<file path="config.mk">
export PLATFORM = sky130hd
export DESIGN_NAME = nfe_top
export DESIGN_NICKNAME = d
export VERILOG_FILES = /design/src/rtl/nfe_pkg.sv /design/src/rtl/nfe_strobe_seq.sv /design/src/rtl/nfe_rdy_flag.sv /design/src/rtl/nfe_top.sv
export SDC_FILE = /design/constraint.sdc
export NUM_CORES = 1
export LEC_CHECK = 0
export BUFFER_PORTS_ARGS = -buffer_cell sky130_fd_sc_hd__buf_2
export CAP_MARGIN = 15
export CORE_AREA = 2 2 77 79
export CTS_CLUSTER_SIZE = 10
export DETAILED_ROUTE_END_ITERATION = 16
export DIE_AREA = 0 0 79 81
export GPL_TIMING_DRIVEN = 0
export PLACE_DENSITY = 0.57
export SLEW_MARGIN = 20
export SYNTH_ARGS = -nofsm -noshare
export SYNTH_HDL_FRONTEND = slang
export SYNTH_SLANG_ARGS = --single-unit
</file>
<file path="constraint.sdc">
create_clock -name clk -period 2.2 [get_ports clk]
set_input_delay 0.11 -clock clk [delete_from_list [all_inputs] [get_ports clk]]
set_output_delay 0.11 -clock clk [all_outputs]
set_load 0.05 [all_outputs]
</file>
<file path="src/rtl/nfe_pkg.sv">
package nfe_pkg;

  typedef enum logic [2:0] {
    SEL_CTRL = 3'd0,
    SEL_FLAG = 3'd1,
    SEL_CMD  = 3'd2,
    SEL_ADDR = 3'd3,
    SEL_DATA = 3'd4,
    SEL_PINS = 3'd5
  } nfe_sel_e;

  typedef enum logic [1:0] {
    K_CMD  = 2'd0,
    K_ADDR = 2'd1,
    K_WDAT = 2'd2,
    K_RDAT = 2'd3
  } nfe_kind_e;

  typedef enum logic [1:0] {
    PH_IDLE = 2'd0,
    PH_LOW  = 2'd1,
    PH_HOLD = 2'd2
  } nfe_phase_e;

  localparam int SRST_BIT      = 0;
  localparam int RDY_BIT       = 10;
  localparam int CS_OFF_BIT    = 25;
  localparam int LAST_ADDR_BIT = 31;
  localparam int WP_REL_BIT    = 0;

  function automatic int max4(input int a, input int b, input int c, input int d);
    int m;
    m = a;
    if (b > m) m = b;
    if (c > m) m = c;
    if (d > m) m = d;
    return m;
  endfunction

  // counter load value so that a phase lasts exactly len clocks
  function automatic int phase_load(input int len);
    return len - 1;
  endfunction

  function automatic nfe_kind_e kind_of_sel(input nfe_sel_e s);
    case (s)
      SEL_CMD:  return K_CMD;
      SEL_ADDR: return K_ADDR;
      default:  return K_WDAT;
    endcase
  endfunction

endpackage

</file>
<file path="src/rtl/nfe_strobe_seq.sv">
module nfe_strobe_seq
  import nfe_pkg::*;
#(
  parameter int WE_LOW_CYC  = 2,
  parameter int WE_HOLD_CYC = 1,
  parameter int RE_LOW_CYC  = 3,
  parameter int RE_HOLD_CYC = 1
) (
  input  logic       clk,
  input  logic       rst_n,
  input  logic       soft_rst,
  input  logic       start,
  input  nfe_kind_e  kind,
  input  logic [7:0] wbyte,
  input  logic [7:0] dq_in,
  output logic       busy,
  output logic       cle,
  output logic       ale,
  output logic       we_n,
  output logic       re_n,
  output logic [7:0] dq_out,
  output logic       dq_oe,
  output logic [7:0] rbyte,
  output logic       rd_fin
);
  localparam int MAXT  = max4(WE_LOW_CYC, WE_HOLD_CYC, RE_LOW_CYC, RE_HOLD_CYC);
  localparam int CNT_W = (MAXT < 2) ? 1 : $clog2(MAXT);
  localparam logic [CNT_W-1:0] WLO_LD = CNT_W'(phase_load(WE_LOW_CYC));
  localparam logic [CNT_W-1:0] WHI_LD = CNT_W'(phase_load(WE_HOLD_CYC));
  localparam logic [CNT_W-1:0] RLO_LD = CNT_W'(phase_load(RE_LOW_CYC));
  localparam logic [CNT_W-1:0] RHI_LD = CNT_W'(phase_load(RE_HOLD_CYC));

  nfe_phase_e       ph_q;
  nfe_kind_e        kind_q;
  logic [CNT_W-1:0] cnt_q;
  logic [7:0]       byte_q;
  logic [7:0]       rbyte_q;
  logic             is_rd;
  logic             cnt_end;

  assign is_rd   = (kind_q == K_RDAT);
  assign cnt_end = (cnt_q == '0);

  always_ff @(posedge clk or negedge rst_n) begin
    if (!rst_n) begin
      ph_q    <= PH_IDLE;
      kind_q  <= K_CMD;
      cnt_q   <= '0;
      byte_q  <= '0;
      rbyte_q <= '0;
    end else if (soft_rst) begin
      ph_q  <= PH_IDLE;
      cnt_q <= '0;
    end else begin
      case (ph_q)
        PH_IDLE: begin
          if (start) begin
            ph_q   <= PH_LOW;
            kind_q <= kind;
            byte_q <= wbyte;
            cnt_q  <= (kind == K_RDAT) ? RLO_LD : WLO_LD;
          end
        end
        PH_LOW: begin
          if (cnt_end) begin
            ph_q  <= PH_HOLD;
            cnt_q <= is_rd ? RHI_LD : WHI_LD;
            if (is_rd) rbyte_q <= dq_in;
          end else begin
            cnt_q <= cnt_q - 1'b1;
          end
        end
        PH_HOLD: begin
          if (cnt_end) ph_q <= PH_IDLE;
          else         cnt_q <= cnt_q - 1'b1;
        end
        default: ph_q <= PH_IDLE;
      endcase
    end
  end

  assign busy   = (ph_q != PH_IDLE);
  assign cle    = busy && (kind_q == K_CMD);
  assign ale    = busy && (kind_q == K_ADDR);
  assign we_n   = !((ph_q == PH_LOW) && !is_rd);
  assign re_n   = !((ph_q == PH_LOW) && is_rd);
  assign dq_oe  = busy && !is_rd;
  assign dq_out = byte_q;
  assign rbyte  = rbyte_q;
  assign rd_fin = (ph_q == PH_HOLD) && cnt_end && is_rd;
endmodule

</file>
<file path="src/rtl/nfe_rdy_flag.sv">
module nfe_rdy_flag (
  input  logic clk,
  input  logic rst_n,
  input  logic rb_in,
  input  logic clr,
  output logic rise,
  output logic flag
);
  logic [2:0] sync_q;

  always_ff @(posedge clk or negedge rst_n) begin
    if (!rst_n) sync_q <= 3'b111;
    else        sync_q <= {sync_q[1:0], rb_in};
  end

  assign rise = sync_q[1] && !sync_q[2];

  always_ff @(posedge clk or negedge rst_n) begin
    if (!rst_n)    flag <= 1'b0;
    else if (rise) flag <= 1'b1;
    else if (clr)  flag <= 1'b0;
  end
endmodule

</file>
<file path="src/rtl/nfe_top.sv">
module nfe_top
  import nfe_pkg::*;
#(
  parameter int WE_LOW_CYC  = 2,
  parameter int WE_HOLD_CYC = 1,
  parameter int RE_LOW_CYC  = 3,
  parameter int RE_HOLD_CYC = 1
) (
  input  logic        clk,
  input  logic        rst_n,
  input  logic [2:0]  host_sel,
  input  logic        host_wr,
  input  logic        host_rd,
  input  logic [31:0] host_wdata,
  output logic [31:0] host_rdata,
  output logic        host_stall,
  output logic        nand_ce_n,
  output logic        nand_cle,
  output logic        nand_ale,
  output logic        nand_we_n,
  output logic        nand_re_n,
  output logic        nand_wp_n,
  output logic [7:0]  nand_dq_out,
  output logic        nand_dq_oe,
  input  logic [7:0]  nand_dq_in,
  input  logic        nand_rb,
  output logic        ready_irq
);
  nfe_sel_e  sel;
  nfe_kind_e kind;
  logic      is_bus_sel, wr_bus, rd_data, wr_go, rd_go, start;
  logic      bus_busy, rd_fin, rd_done_q;
  logic      cs_off_q, wp_rel_q, addr_open_q;
  logic      evt_soft_rst, evt_ctrl_wr, evt_flag_clr, evt_rb_rise;
  logic [7:0] rbyte;
  logic      unused_wdata;

  assign sel        = nfe_sel_e'(host_sel);
  assign is_bus_sel = (sel == SEL_CMD) || (sel == SEL_ADDR) || (sel == SEL_DATA);
  assign wr_bus     = host_wr && is_bus_sel;
  assign rd_data    = host_rd && (sel == SEL_DATA);
  assign wr_go      = wr_bus && !bus_busy;
  assign rd_go      = rd_data && !bus_busy && !rd_done_q;
  assign start      = wr_go || rd_go;
  assign kind       = rd_go ? K_RDAT : kind_of_sel(sel);
  assign host_stall = (wr_bus && bus_busy) || (rd_data && !rd_done_q);

  assign evt_ctrl_wr  = host_wr && (sel == SEL_CTRL);
  assign evt_soft_rst = evt_ctrl_wr && host_wdata[SRST_BIT];
  assign evt_flag_clr = host_wr && (sel == SEL_FLAG) && host_wdata[RDY_BIT];

  assign unused_wdata = ^{host_wdata[30:26], host_wdata[24:11], host_wdata[9:8]};

  always_ff @(posedge clk or negedge rst_n) begin
    if (!rst_n) begin
      cs_off_q    <= 1'b1;
      wp_rel_q    <= 1'b0;
      addr_open_q <= 1'b0;
      rd_done_q   <= 1'b0;
    end else begin
      if (evt_ctrl_wr) cs_off_q <= host_wdata[CS_OFF_BIT];
      if (host_wr && (sel == SEL_PINS)) wp_rel_q <= host_wdata[WP_REL_BIT];
      if (evt_soft_rst)
        addr_open_q <= 1'b0;
      else if (wr_go && (sel == SEL_ADDR))
        addr_open_q <= !host_wdata[LAST_ADDR_BIT];
      if (evt_soft_rst)
        rd_done_q <= 1'b0;
      else if (rd_fin)
        rd_done_q <= 1'b1;
      else if (rd_data && rd_done_q)
        rd_done_q <= 1'b0;
    end
  end

  always_comb begin
    host_rdata = '0;
    case (sel)
      SEL_CTRL: host_rdata[CS_OFF_BIT] = cs_off_q;
      SEL_FLAG: host_rdata[RDY_BIT]    = ready_irq;
      SEL_ADDR: host_rdata[0]          = addr_open_q;
      SEL_DATA: host_rdata[7:0]        = rbyte;
      SEL_PINS: host_rdata[WP_REL_BIT] = wp_rel_q;
      default:  host_rdata = '0;
    endcase
  end

  nfe_strobe_seq #(
    .WE_LOW_CYC (WE_LOW_CYC),
    .WE_HOLD_CYC(WE_HOLD_CYC),
    .RE_LOW_CYC (RE_LOW_CYC),
    .RE_HOLD_CYC(RE_HOLD_CYC)
  ) u_seq (
    .clk     (clk),
    .rst_n   (rst_n),
    .soft_rst(evt_soft_rst),
    .start   (start),
    .kind    (kind),
    .wbyte   (host_wdata[7:0]),
    .dq_in   (nand_dq_in),
    .busy    (bus_busy),
    .cle     (nand_cle),
    .ale     (nand_ale),
    .we_n    (nand_we_n),
    .re_n    (nand_re_n),
    .dq_out  (nand_dq_out),
    .dq_oe   (nand_dq_oe),
    .rbyte   (rbyte),
    .rd_fin  (rd_fin)
  );

  nfe_rdy_flag u_rdy (
    .clk  (clk),
    .rst_n(rst_n),
    .rb_in(nand_rb),
    .clr  (evt_flag_clr),
    .rise (evt_rb_rise),
    .flag (ready_irq)
  );

  assign nand_ce_n = cs_off_q;
  assign nand_wp_n = wp_rel_q;
endmodule

</file>
* Yosys cells after proc, flatten, opt, wreduce, memory -nomap -nowiden *
Cells that the tools add are included.
Widths: inputs -> output; s select.

storage, ports and cells
  logic and storage cells = 97
  bits in registers = 30
  output and inout port bits = 49

operators by class
  eq/ne operators = 14
  reduce and logical (&&, ||, !) cells = 46
  $add $sub $neg = 1
  bitwise logic cells = 1
  multiplexer cells = 24

operators with widths
  kind                 number
  $logic_and 1x1->1    22
  $mux 2               10
  $pmux 2 s3           2
  $mux 1               9
  $reduce_and 3->1     3
  $logic_not 1->1      7
  $mux 7               1
  $eq 2x2->1 const B   3
  $eq 3x2->1 const B   2
  $eq 3x3->1 const B   2
  $logic_not 2->1      3
  $ne 3x2->1 const B   2
  $ne 3x3->1 const B   2
  $reduce_bool 2->1    3
  $eq 2x1->1 const B   2
  $logic_or 1x1->1     4
  $pmux 2 s2           1
  $reduce_and 4->1     1
  $reduce_bool 4->1    1
  $eq 3x1->1 const B   1
  $logic_not 3->1      1
  $pmux 1 s3           1
  $reduce_bool 3->1    1
  $sub 2x1->2 const B  1
  $not 1->1            1

* Logic depth before layout (Yosys ltp) *
Gate-level depths: netlist of run 1.

  word-level depth = 10
  depth in mapped cells = 7

* Modules after synthesis *
Synthesis of run 1 repeated with hierarchy kept, for this count alone.

second synthesis, totals
  cell total of the unflattened synthesis = 161
  area, all modules = 1756.7 um^2

modules (own cells, without submodules)
  module          sequential area each (um^2)  area each (um^2)  instances  cells an instance
  nfe_strobe_seq  550.5                        1084.8            1          85
  nfe_top         101.3                        543.0             1          69
  nfe_rdy_flag    103.8                        128.9             1          7

* Worst setup path after synthesis of run 1 *
No wires, ideal clock.

  path kind = register to output
  start point = register cs_off_q (netlist: nand_ce_n)
  end point = output port host_rdata[25]
  arrival = 2.339 ns
  stages on the path, launching flop included = 2
  path buffers = 0
  setup slack = -0.249 ns
  path through = dfstp_2 nor4b_1

between the ends
  word-level cells in the longest chain between the ends = 1

RTL lines
  element                 line           RTL
  from (decl)             nfe_top.sv:33  logic cs_off_q, wp_rel_q, addr_open_q;
  from (signal assigned)  nfe_top.sv:61  if (evt_ctrl_wr) cs_off_q <= host_wdata[CS_OFF_BIT];
  $mux 1                  nfe_top.sv:78  case (sel)
  to (decl)               nfe_top.sv:15  output logic [31:0] host_rdata,

Every way passes these cells.

* Worst setup path after layout of run 1 *
  start point = register u_seq.ph_q[0]
  end point = register u_seq.byte_q[1] (netlist: u_seq.dq_out[1])

between the ends
  word-level cells in the longest chain between the ends = 6
  elaborated cells between the ends (all ways) = 8
  those cells by class = 8 x reduce/logical

RTL lines
  element                         line                          RTL
  from (decl)                     nfe_strobe_seq.sv:33          nfe_phase_e ph_q;
  from (signal assigned)          nfe_strobe_seq.sv:46          ph_q <= PH_IDLE;
  from (signal assigned)          nfe_strobe_seq.sv:52          ph_q <= PH_IDLE;
  from (signal assigned)          nfe_strobe_seq.sv:58          ph_q <= PH_LOW;
  $reduce_bool 2->1               nfe_strobe_seq.sv:82          assign busy = (ph_q != PH_IDLE);
  $logic_not 1->1                 nfe_top.sv:42, nfe_top.sv:43
  $logic_and 1x1->1 (2 in a row)  nfe_top.sv:43                 assign rd_go = rd_data && !bus_busy && !rd_done_q;
  $logic_or 1x1->1                nfe_top.sv:44                 assign start = wr_go || rd_go;
  $reduce_and 3->1 (no line) (*)  -
  to (signal assigned)            nfe_strobe_seq.sv:60          byte_q <= wbyte;
  to (decl)                       nfe_strobe_seq.sv:36          logic [7:0] byte_q;

Every way passes the cells marked *; elsewhere a longest branch is shown, timed or not.
A chain may end at the register's enable or synchronous reset.

==> flow_summary.ini, run 1 <==
[timing]
fin_tns_setup_ns = 0
fmax_ghz = 0.523
final-hold-violation-count = 0
finalMaxSlewViolations = 0
final.period_utilization = 0.868
hold_ws_ns = 0.0587
period_minus_slack_ns = 1.91
worst_slew_pin_slew_ns = 0.684
worst_slack_ns = 0.289
maxSlewHeadroom = 0.544
rsz0062_at_grt = false
finalSetupViolCount = 0
clock_skew_ns = 0.00389

[cts]
cts_sinks = 30
worstSkewPairLatency_ns = 0.28
path_clk_slew_ns = 0.07
cts_tree = yes
h-tree-depth = 2
clk_path_buf_depth = 2
cts_buffers = 5
root_buffer = clkbuf_8

[job]
drv_cap = 0

[critical_path]
start_kind = flip-flop
path_delay_family = buffers and inverters
cpPeakStageDelay_ns = 0.41
cp_slowest_cell = dfrtp_1
endpoint_kind = flip-flop
worstPathRequired_ns = 2.36
worstSetupPathType = reg2reg
cp_max_fo = 10
path_cells = inv_1 > ha_1 > clkbuf_2 > o211ai_2 > and2_1 > buf_6 > mux2_4
worstPathArrival_ns = 2.07
critPathBufInv = 3

[logic_synthesis]
synthFlopType = dfrtp_1
synth_top_cell_by_area = dfrtp_1
synth_top_area_share = 0.372
ys_top_cells_by_count = 26 x dfrtp_1, 22 x buf_4, 14 x nand2_1, 10 x mux2_2, 9 x inv_1
synth_edf_count = 0
synth_area_per_cell_um2 = 11.2
synth-seq-cells = 30
seq_area_frac_synth = 0.433
yosysUniqueCellTypes = 39
syn-cell-area_um2 = 1750
async_flop_share = 1.00
synth_cells = 156
yosys_warnings = 0
synthTopCellsByArea = dfrtp_1 37%, buf_4 9.5%, mux2_4 6.9%
synth.most_common_cell = dfrtp_1

[place]
gp_congestion = 0.767
dp.cells = 305
dp_hpwl_um = 2720
portBuffers = 53
place_ws_ns = 0.111

[floorplan]
rows = 28
coreArea_um2 = 5680
dieHeight_um = 81
io_pins = 97
floorplan.die_area_um2 = 6400
die_x_um = 79
initial_core_util = 0.308

[global_route]
antenna_found_initial = 0
grt_pass1_wl_um = 5580
grt_pass1_vias = 1182
grt_max_degree = 31
grt_util_all_layers = 0.113
grt-ovfl-total = 0

[route]
ant_nets = 0
drtIter0Drc = 31
num_vias = 1324
drc = 0
avgRoutedWirePerCell_um = 11.2
wirelength_um = 3550
vias_per_cell = 4.19
drtPass1Iterations = 4

[pwr]
peakVddDrop_mv = 0.448
power_density_nw_per_um2 = 1220
p_leak_nw = 1.24
p_total_mw = 2.82

[layout]
final_cells = 316
finalNetCount = 295
num_antenna_cells = 0
drive_above_1_share = 0.469
area_delta_synth_final_pct = 32.7

[outcome]
outcome = finished clean

[hold_path]
hold_path.class = in2reg
==> state kept, by name, summed over array words and instances, names as in the netlist <==
register      cells
u_seq.dq_out      8
u_seq.rbyte       8
u_rdy.sync_q      3
u_seq.cnt_q       2
u_seq.kind_q      2
u_seq.ph_q        2
addr_open_q       1
nand_ce_n         1
nand_wp_n         1
rd_done_q         1
u_rdy.flag        1
==> power breakdown <==
part / total (mW) / switching (mW) / internal [mW] / leakage (nW)
sequential: 0.912 / 0.143 / 0.769 / 0.359
clock: 0.463 / 0.212 / 0.251 / 0.0472
combinational: 1.45 / 0.931 / 0.516 / 0.836
==> logic make-up after synthesis <==
| kind of cell | synth area share |
|---|---|
| and+or+nand+nor | 0.158 |
| buffers and inverters | 0.125 |
| DFF | 0.433 |
| muxes | 0.156 |
| AOI/OAI and AO/OA | 0.0766 |
| adders and majority gates | 0.0501 |
| other | 0.00215 |
==> per-layer routing <==
| metal | track usage | routed length [um] |
|---|---|---|
| met1 | 0.141 | 1580 |
| met2 | 0.188 | 1730 |
| met3 | 0.0289 | 193 |
| met4 | 0.0466 | 46 |
| met5 | 0 | 0 |
==> area by class of cell <==
type	count	area [um^2]
buffer	25	185
clock buffer	6	82.6
clock inverter	2	12.5
fill	599	3360
inverter	9	33.8
multi-input combinational	113	858
sequential	30	756
tap	75	93.8
timing repair buffer	56	295
==> metrics by stage <==
step / utilization / instance area, um^2
after global placement: 0.386 / 2190
final: 0.408 / 2320
after CTS: 0.408 / 2320
after detailed placement: 0.386 / 2190
after global routing: 0.408 / 2320
after floorplan: - / 1830
==> final timing paths <==
| path | startpoint | endpoint | slack, ns | cells after the start |
|---|---|---|---|---|
| max in group asynchronous | rst_n | u_seq.dq_out[1] | 1.35 | 2 |
| worst min-delay path | host_wdata[7] | u_seq.dq_out[7] | 0.06 | 2 |
| worst min register to register | u_rdy.sync_q[0] | u_rdy.sync_q[1] | 0.36 | 0 |
| worst max register to register | u_seq.ph_q[0] | u_seq.dq_out[1] | 0.29 | 7 |
| worst max-delay path | u_seq.ph_q[0] | u_seq.dq_out[1] | 0.29 | 7 |
| min in group asynchronous | rst_n | u_seq.kind_q[0] | 0.41 | 2 |
==> timing repair <==
item | CTS | global route
hold buffers | 3 | 0
resized for setup | 0 | 2
endpoints found under the setup margin | 0 | 9
hold endpoints to repair | 28 | 0
buffers inserted | 0 | 0
==> cell usage in the layout (no fill, tap or decap), types with 2 or more instances in the layout <==
master / instances
dlygate4sd3_1: 3
mux2_4: 8
mux2i_1: 4
a31oi_1: 2
nor3b_4: 2
conb_1: 22
mux2_2: 10
nor2b_1: 2
inv_1: 9
nand3_1: 4
dfstp_2: 4
clkbuf_8: 6
and2_1: 8
dfrtp_1: 26
buf_4: 22
o22ai_1: 2
ha_1: 7
nor2_1: 4
o21ai_0: 3
buf_2: 53
a21oi_1: 3
nand2_1: 14
Power figures use the tool's default switching activity.
==> run 2, diff against run 1 <==
--- a/config.mk
+++ b/config.mk
@@ -7,10 +7,10 @@
 export LEC_CHECK = 0
 export BUFFER_PORTS_ARGS = -buffer_cell sky130_fd_sc_hd__buf_2
 export CAP_MARGIN = 15
-export CORE_AREA = 2 2 77 79
+export CORE_AREA = 2 2 89 69
 export CTS_CLUSTER_SIZE = 10
 export DETAILED_ROUTE_END_ITERATION = 16
-export DIE_AREA = 0 0 79 81
+export DIE_AREA = 0 0 91 71
 export GPL_TIMING_DRIVEN = 0
 export PLACE_DENSITY = 0.57
 export SLEW_MARGIN = 20
==> run 2 against run 1 <==
  * Utilization grew 0.22 points
  * Worst setup slack lost 0.052 ns
  * Power shrank 0.63%
  * Clock power shrank 3%
  * Clock-buffer cell count grew 1
  * Sequential share of layout area is the same
  * Non-clock buffer count is the same
  * Die area grew 0.97%
  * Via count shrank 0.38%
  * Critical endpoint is now u_seq.rbyte[2]
  * Highest routed layer is now met3
==> flow_summary.ini, run 2 (synthesis gave the netlist of run 1 again) <==
[pwr]
p_clk_frac = 0.160
p_total_mw = 2.80
power_density_nw_per_um2 = 1210
seq_power_share = 0.324
p_leak_nw = 1.24
netSwitchingFraction = 0.452
p_sw_mw = 1.27
comb_power_share = 0.517
peakVddDrop_mv = 0.453
internal-power_mw = 1.54

[cts]
clk_path_buf_depth = 2
path_clk_slew_ns = 0.06
root_buffer = clkbuf_8
cts_buffers = 5
worstSkewPairLatency_ns = 0.27
cts_sinks = 30
h-tree-depth = 2
cts_tree = yes

[layout]
multi_input_area_um2 = 858
finalNetCount = 295
fill_cells = 572
final_cell_mix = 53 x buf_2, 26 x dfrtp_1, 22 x buf_4, 22 x conb_1, 14 x nand2_1
mostFrequentLayoutCell = buf_2
drive_above_1_share = 0.465
seqCellArea_um2 = 756
num_antenna_cells = 0
area_delta_synth_final_pct = 32.7
final_cells = 319
fin_area_um2 = 2320

[place]
place_ws_ns = 0.132
dp_hpwl_um = 2620
placed_area_um2 = 2190
gp_congestion = 0.749
dp.cells = 308
portBuffers = 53

[job]
drv_cap = 0

[global_route]
grt_pass1_wl_um = 5870
grt-ovfl-total = 0
grt_pass1_vias = 1267
grt_util_all_layers = 0.114
grt_max_degree = 31
antenna_found_initial = 0

[floorplan]
die_x_um = 91
io_pins = 97
coreArea_um2 = 5650
rows = 24
initial_core_util = 0.309
floorplan.die_area_um2 = 6460
dieHeight_um = 71

[route]
wirelength_um = 3570
drtPass1Iterations = 4
vias_per_cell = 4.13
drtIter0Drc = 42
ant_nets = 0
num_vias = 1319
avgRoutedWirePerCell_um = 11.2
drc = 0

[hold_path]
hold_path.class = in2reg

[timing]
rsz0062_at_grt = false
fin_tns_setup_ns = 0
period_minus_slack_ns = 1.96
finalSetupViolCount = 0
worst_slack_ns = 0.237
final.period_utilization = 0.892
worst_slew_pin_slew_ns = 0.670
finalMaxSlewViolations = 0
fmax_ghz = 0.509
maxSlewHeadroom = 0.553
final-hold-violation-count = 0
clock_skew_ns = 0.00461

[critical_path]
cpPeakStageDelay_ns = 0.46
worstPathArrival_ns = 2.12
path_cells = inv_1 > ha_1 > nand3_1 > nor3b_4 > mux2_2
cp_max_fo = 8
critPathBufInv = 1
worstSetupPathType = reg2reg
cp_slowest_cell = nor3b_4
endpoint_kind = flip-flop
start_kind = flip-flop
worstPathRequired_ns = 2.36
path_delay_family = simple AND/OR/NAND/NOR gates

[outcome]
outcome = finished clean
==> run 2: per-layer routing <==
metal  vias to the layer above  GRT usage  part of all wire
li1                        658          -                 -
met1                       608      0.151              0.48
met2                        53      0.173              0.42
met3                         0     0.0522              0.10
met4                         0     0.0253                 0
met5                         -          0                 0
==> run 2: final cells by class <==
type	instances	area share
clock buffer	7	0.0373
multi-input combinational	113	0.370
clock inverter	1	0.00216
sequential	30	0.326
tap	78	0.0421
timing repair buffer	56	0.127
buffer	25	0.0799
inverter	9	0.0146
==> run 2: final timing paths <==
check                                 from               to  slack, ns  cells past startpoint
setup / recovery             u_seq.ph_q[1]   u_seq.rbyte[2]       0.24                      5
hold / removal               nand_dq_in[4]   u_seq.rbyte[4]       0.06                      2
setup reg to reg             u_seq.ph_q[1]   u_seq.rbyte[2]       0.24                      5
hold reg to reg            u_rdy.sync_q[0]  u_rdy.sync_q[1]       0.35                      0
max in group asynchronous            rst_n  u_seq.dq_out[2]       1.37                      2
min in group asynchronous            rst_n    u_seq.ph_q[0]       0.40                      2
==> run 2: what timing repair did <==
action	CTS	global route
hold buffers	3	0
gates resized for setup	0	2
buffers inserted	0	0
endpoints found under the hold margin	28	0
endpoints found under the setup margin	0	8
==> run 2: worst register-to-register path: stages (launching register included) <==
cell     delay [ns]
dfrtp_1        0.41
inv_1          0.11
ha_1           0.30
nand3_1        0.18
nor3b_4        0.46
mux2_2         0.39
==> run 2: per-stage QoR <==
| stage | hold WS [ns] | utilization |
|---|---|---|
| floorplan | -0.186 | - |
| global placement | 0.190 | 0.389 |
| detailed placement | 0.194 | 0.389 |
| CTS | 0.0529 | 0.410 |
| global route | 0.0568 | 0.410 |
| finish | 0.0639 | 0.410 |
==> run 2: power groups by stage <==
| stage | clock network [mW] | logic, mW | registers [mW] |
|---|---|---|---|
| after floorplan | 0 | 0.872 | 1.19 |
| after global placement | 0 | 1.43 | 0.906 |
| after detailed placement | 0 | 1.44 | 0.913 |
| after CTS | 0.471 | 1.45 | 0.907 |
| after global routing | 0.494 | 1.56 | 0.940 |
| final | 0.448 | 1.45 | 0.907 |
==> run 3, diff against run 2 <==
--- a/config.mk
+++ b/config.mk
@@ -7,12 +7,12 @@
 export LEC_CHECK = 0
 export BUFFER_PORTS_ARGS = -buffer_cell sky130_fd_sc_hd__buf_2
 export CAP_MARGIN = 15
-export CORE_AREA = 2 2 89 69
+export CORE_AREA = 2 2 76 60
 export CTS_CLUSTER_SIZE = 10
 export DETAILED_ROUTE_END_ITERATION = 16
-export DIE_AREA = 0 0 91 71
+export DIE_AREA = 0 0 78 62
 export GPL_TIMING_DRIVEN = 0
-export PLACE_DENSITY = 0.57
+export PLACE_DENSITY = 0.75
 export SLEW_MARGIN = 20
 export SYNTH_ARGS = -nofsm -noshare
 export SYNTH_HDL_FRONTEND = slang
==> run 3 against run 2 <==
  * Wire length shrank 8.5%
  * First-iteration DRC count decreased by 62%
  * Utilization grew 13 points
  * Die area is 25% lower
  * Non-clock buffer count shrank 1
  * Via count fell by 4.2%
  * Register-to-register slack improved by 0.06 ns
  * Power shrank 0.83%
  * Global-route usage grew 2.9 points
  * Worst setup slack better by 0.059 ns
  * Clock power decreased by 2%
  * Final cell count decreased by 6.9%
==> flow_summary.ini, run 3 (synthesis gave the netlist of run 1 again) <==
[outcome]
outcome = finished clean

[route]
wirelength_um = 3270
num_vias = 1264
drc = 0
ant_nets = 0
avgRoutedWirePerCell_um = 11.0
vias_per_cell = 4.26
drtPass1Iterations = 4
drtIter0Drc = 16

[critical_path]
cp_slowest_cell = nor3b_4
cpPeakStageDelay_ns = 0.43
worstSetupPathType = reg2reg
worstPathRequired_ns = 2.35
path_cells = inv_1 > ha_1 > nand3_1 > nor3b_4 > mux2_2
cp_max_fo = 8
start_kind = flip-flop
worstPathArrival_ns = 2.06
endpoint_kind = flip-flop

[layout]
drive_above_1_share = 0.467
fin_area_um2 = 2280
final_util = 0.543
finalNetCount = 294
fill_cells = 392
final_cell_mix = 53 x buf_2, 26 x dfrtp_1, 22 x buf_4, 22 x conb_1, 14 x nand2_1
area_delta_synth_final_pct = 30.6
num_antenna_cells = 0
mostFrequentLayoutCell = buf_2

[place]
dp_hpwl_um = 2540
gp_congestion = 0.742
portBuffers = 53
placed_area_um2 = 2170
place_ws_ns = 0.160

[hold_path]
hold_path.class = in2reg

[global_route]
grt_max_degree = 31
grt-ovfl-total = 0
grt_pass1_wl_um = 5370
antenna_found_initial = 0
grt_pass1_vias = 1227
grt_util_all_layers = 0.143

[job]
drv_cap = 0

[timing]
fin_tns_setup_ns = 0
worst_slew_pin_slew_ns = 0.665
rsz0062_at_grt = false
final-hold-violation-count = 0
finalSetupViolCount = 0
period_minus_slack_ns = 1.90
finalMaxSlewViolations = 0
worst_slack_ns = 0.296
fmax_ghz = 0.525
maxSlewHeadroom = 0.557
clock_skew_ns = 0.00268
final.period_utilization = 0.865

[pwr]
p_leak_nw = 1.24
comb_power_share = 0.515
power_density_nw_per_um2 = 1220
p_clk_frac = 0.158
p_sw_mw = 1.25
internal-power_mw = 1.53
seq_power_share = 0.327
peakVddDrop_mv = 0.534
netSwitchingFraction = 0.448

[floorplan]
floorplan.die_area_um2 = 4840
io_pins = 97
rows = 21
coreArea_um2 = 4200
die_x_um = 78
initial_core_util = 0.415
dieHeight_um = 62

[cts]
path_clk_slew_ns = 0.06
clk_path_buf_depth = 2
cts_buffers = 5
worstSkewPairLatency_ns = 0.27
cts_sinks = 30
h-tree-depth = 2
cts_tree = yes
root_buffer = clkbuf_8
run 3: cell count changes in the layout (fill, tap and decap cells not counted), sizes merged:
cell	change
dlygate4sd3	-1
run 3: routing by layer:
metal / wire length, um / vias up / track usage
met5: 0 / - / 0
met4: 6 / 0 / 0.0326
met3: 244 / 2 / 0.0564
met2: 1520 / 40 / 0.245
met1: 1500 / 564 / 0.177
li1: - / 658 / -
run 3: through the flow:
stage	cells	hold slack, ns	total power, mW
after floorplan	177	-0.186	2.06
after global placement	287	0.177	2.32
after detailed placement	287	0.185	2.35
after CTS	297	0.00744	2.81
after global routing	297	0.00635	2.98
final	297	0.0167	2.78
run 3: worst paths after layout:
check                                startpoint               to  slack [ns]  depth (start not counted)
worst max-delay path              u_seq.ph_q[1]   u_seq.rbyte[0]        0.30                          5
worst min-delay path             host_wdata[31]      addr_open_q        0.02                          2
worst max register to register    u_seq.ph_q[1]   u_seq.rbyte[0]        0.30                          5
worst min register to register  u_rdy.sync_q[0]  u_rdy.sync_q[1]        0.36                          0
max in group asynchronous                 rst_n  u_seq.dq_out[1]        1.37                          2
min in group asynchronous                 rst_n        nand_wp_n        0.41                          2
run 3: repair_timing:
item / 4_1_cts / 5_1_grt
hold endpoints to repair: 27 / 0
gates resized for setup: 0 / 2
setup endpoints to repair: 0 / 4
hold buffers: 2 / 0
setup buffers: 0 / 0
run 3: area by class of cell:
| type | count | area [um^2] | area share |
|---|---|---|---|
| multi-input cells | 113 | 858 | 0.376 |
| well taps | 57 | 71.3 | 0.0313 |
| inverters | 9 | 33.8 | 0.0148 |
| flip-flops and latches | 30 | 756 | 0.331 |
| clock inverters | 1 | 5.00 | 0.00219 |
| plain buffers | 25 | 185 | 0.0812 |
| repair buffers | 55 | 285 | 0.125 |
| clock buffers | 7 | 86.3 | 0.0378 |
run 3: worst max-delay path: cells and delay by family, from the launching register on:
kind | cells | cell delay, ns
simple gates | 2 | 0.60
flops | 1 | 0.40
mux | 1 | 0.39
fa+ha+maj | 1 | 0.28
buf+inv | 1 | 0.11
run 3: power groups by stage:
stage	Combinational [mW]	Sequential, mW	Clock [mW]
finish	1.43	0.910	0.438
global route	1.55	0.943	0.489
CTS	1.44	0.913	0.458
detailed placement	1.43	0.919	0
global placement	1.42	0.905	0
floorplan	0.872	1.19	0
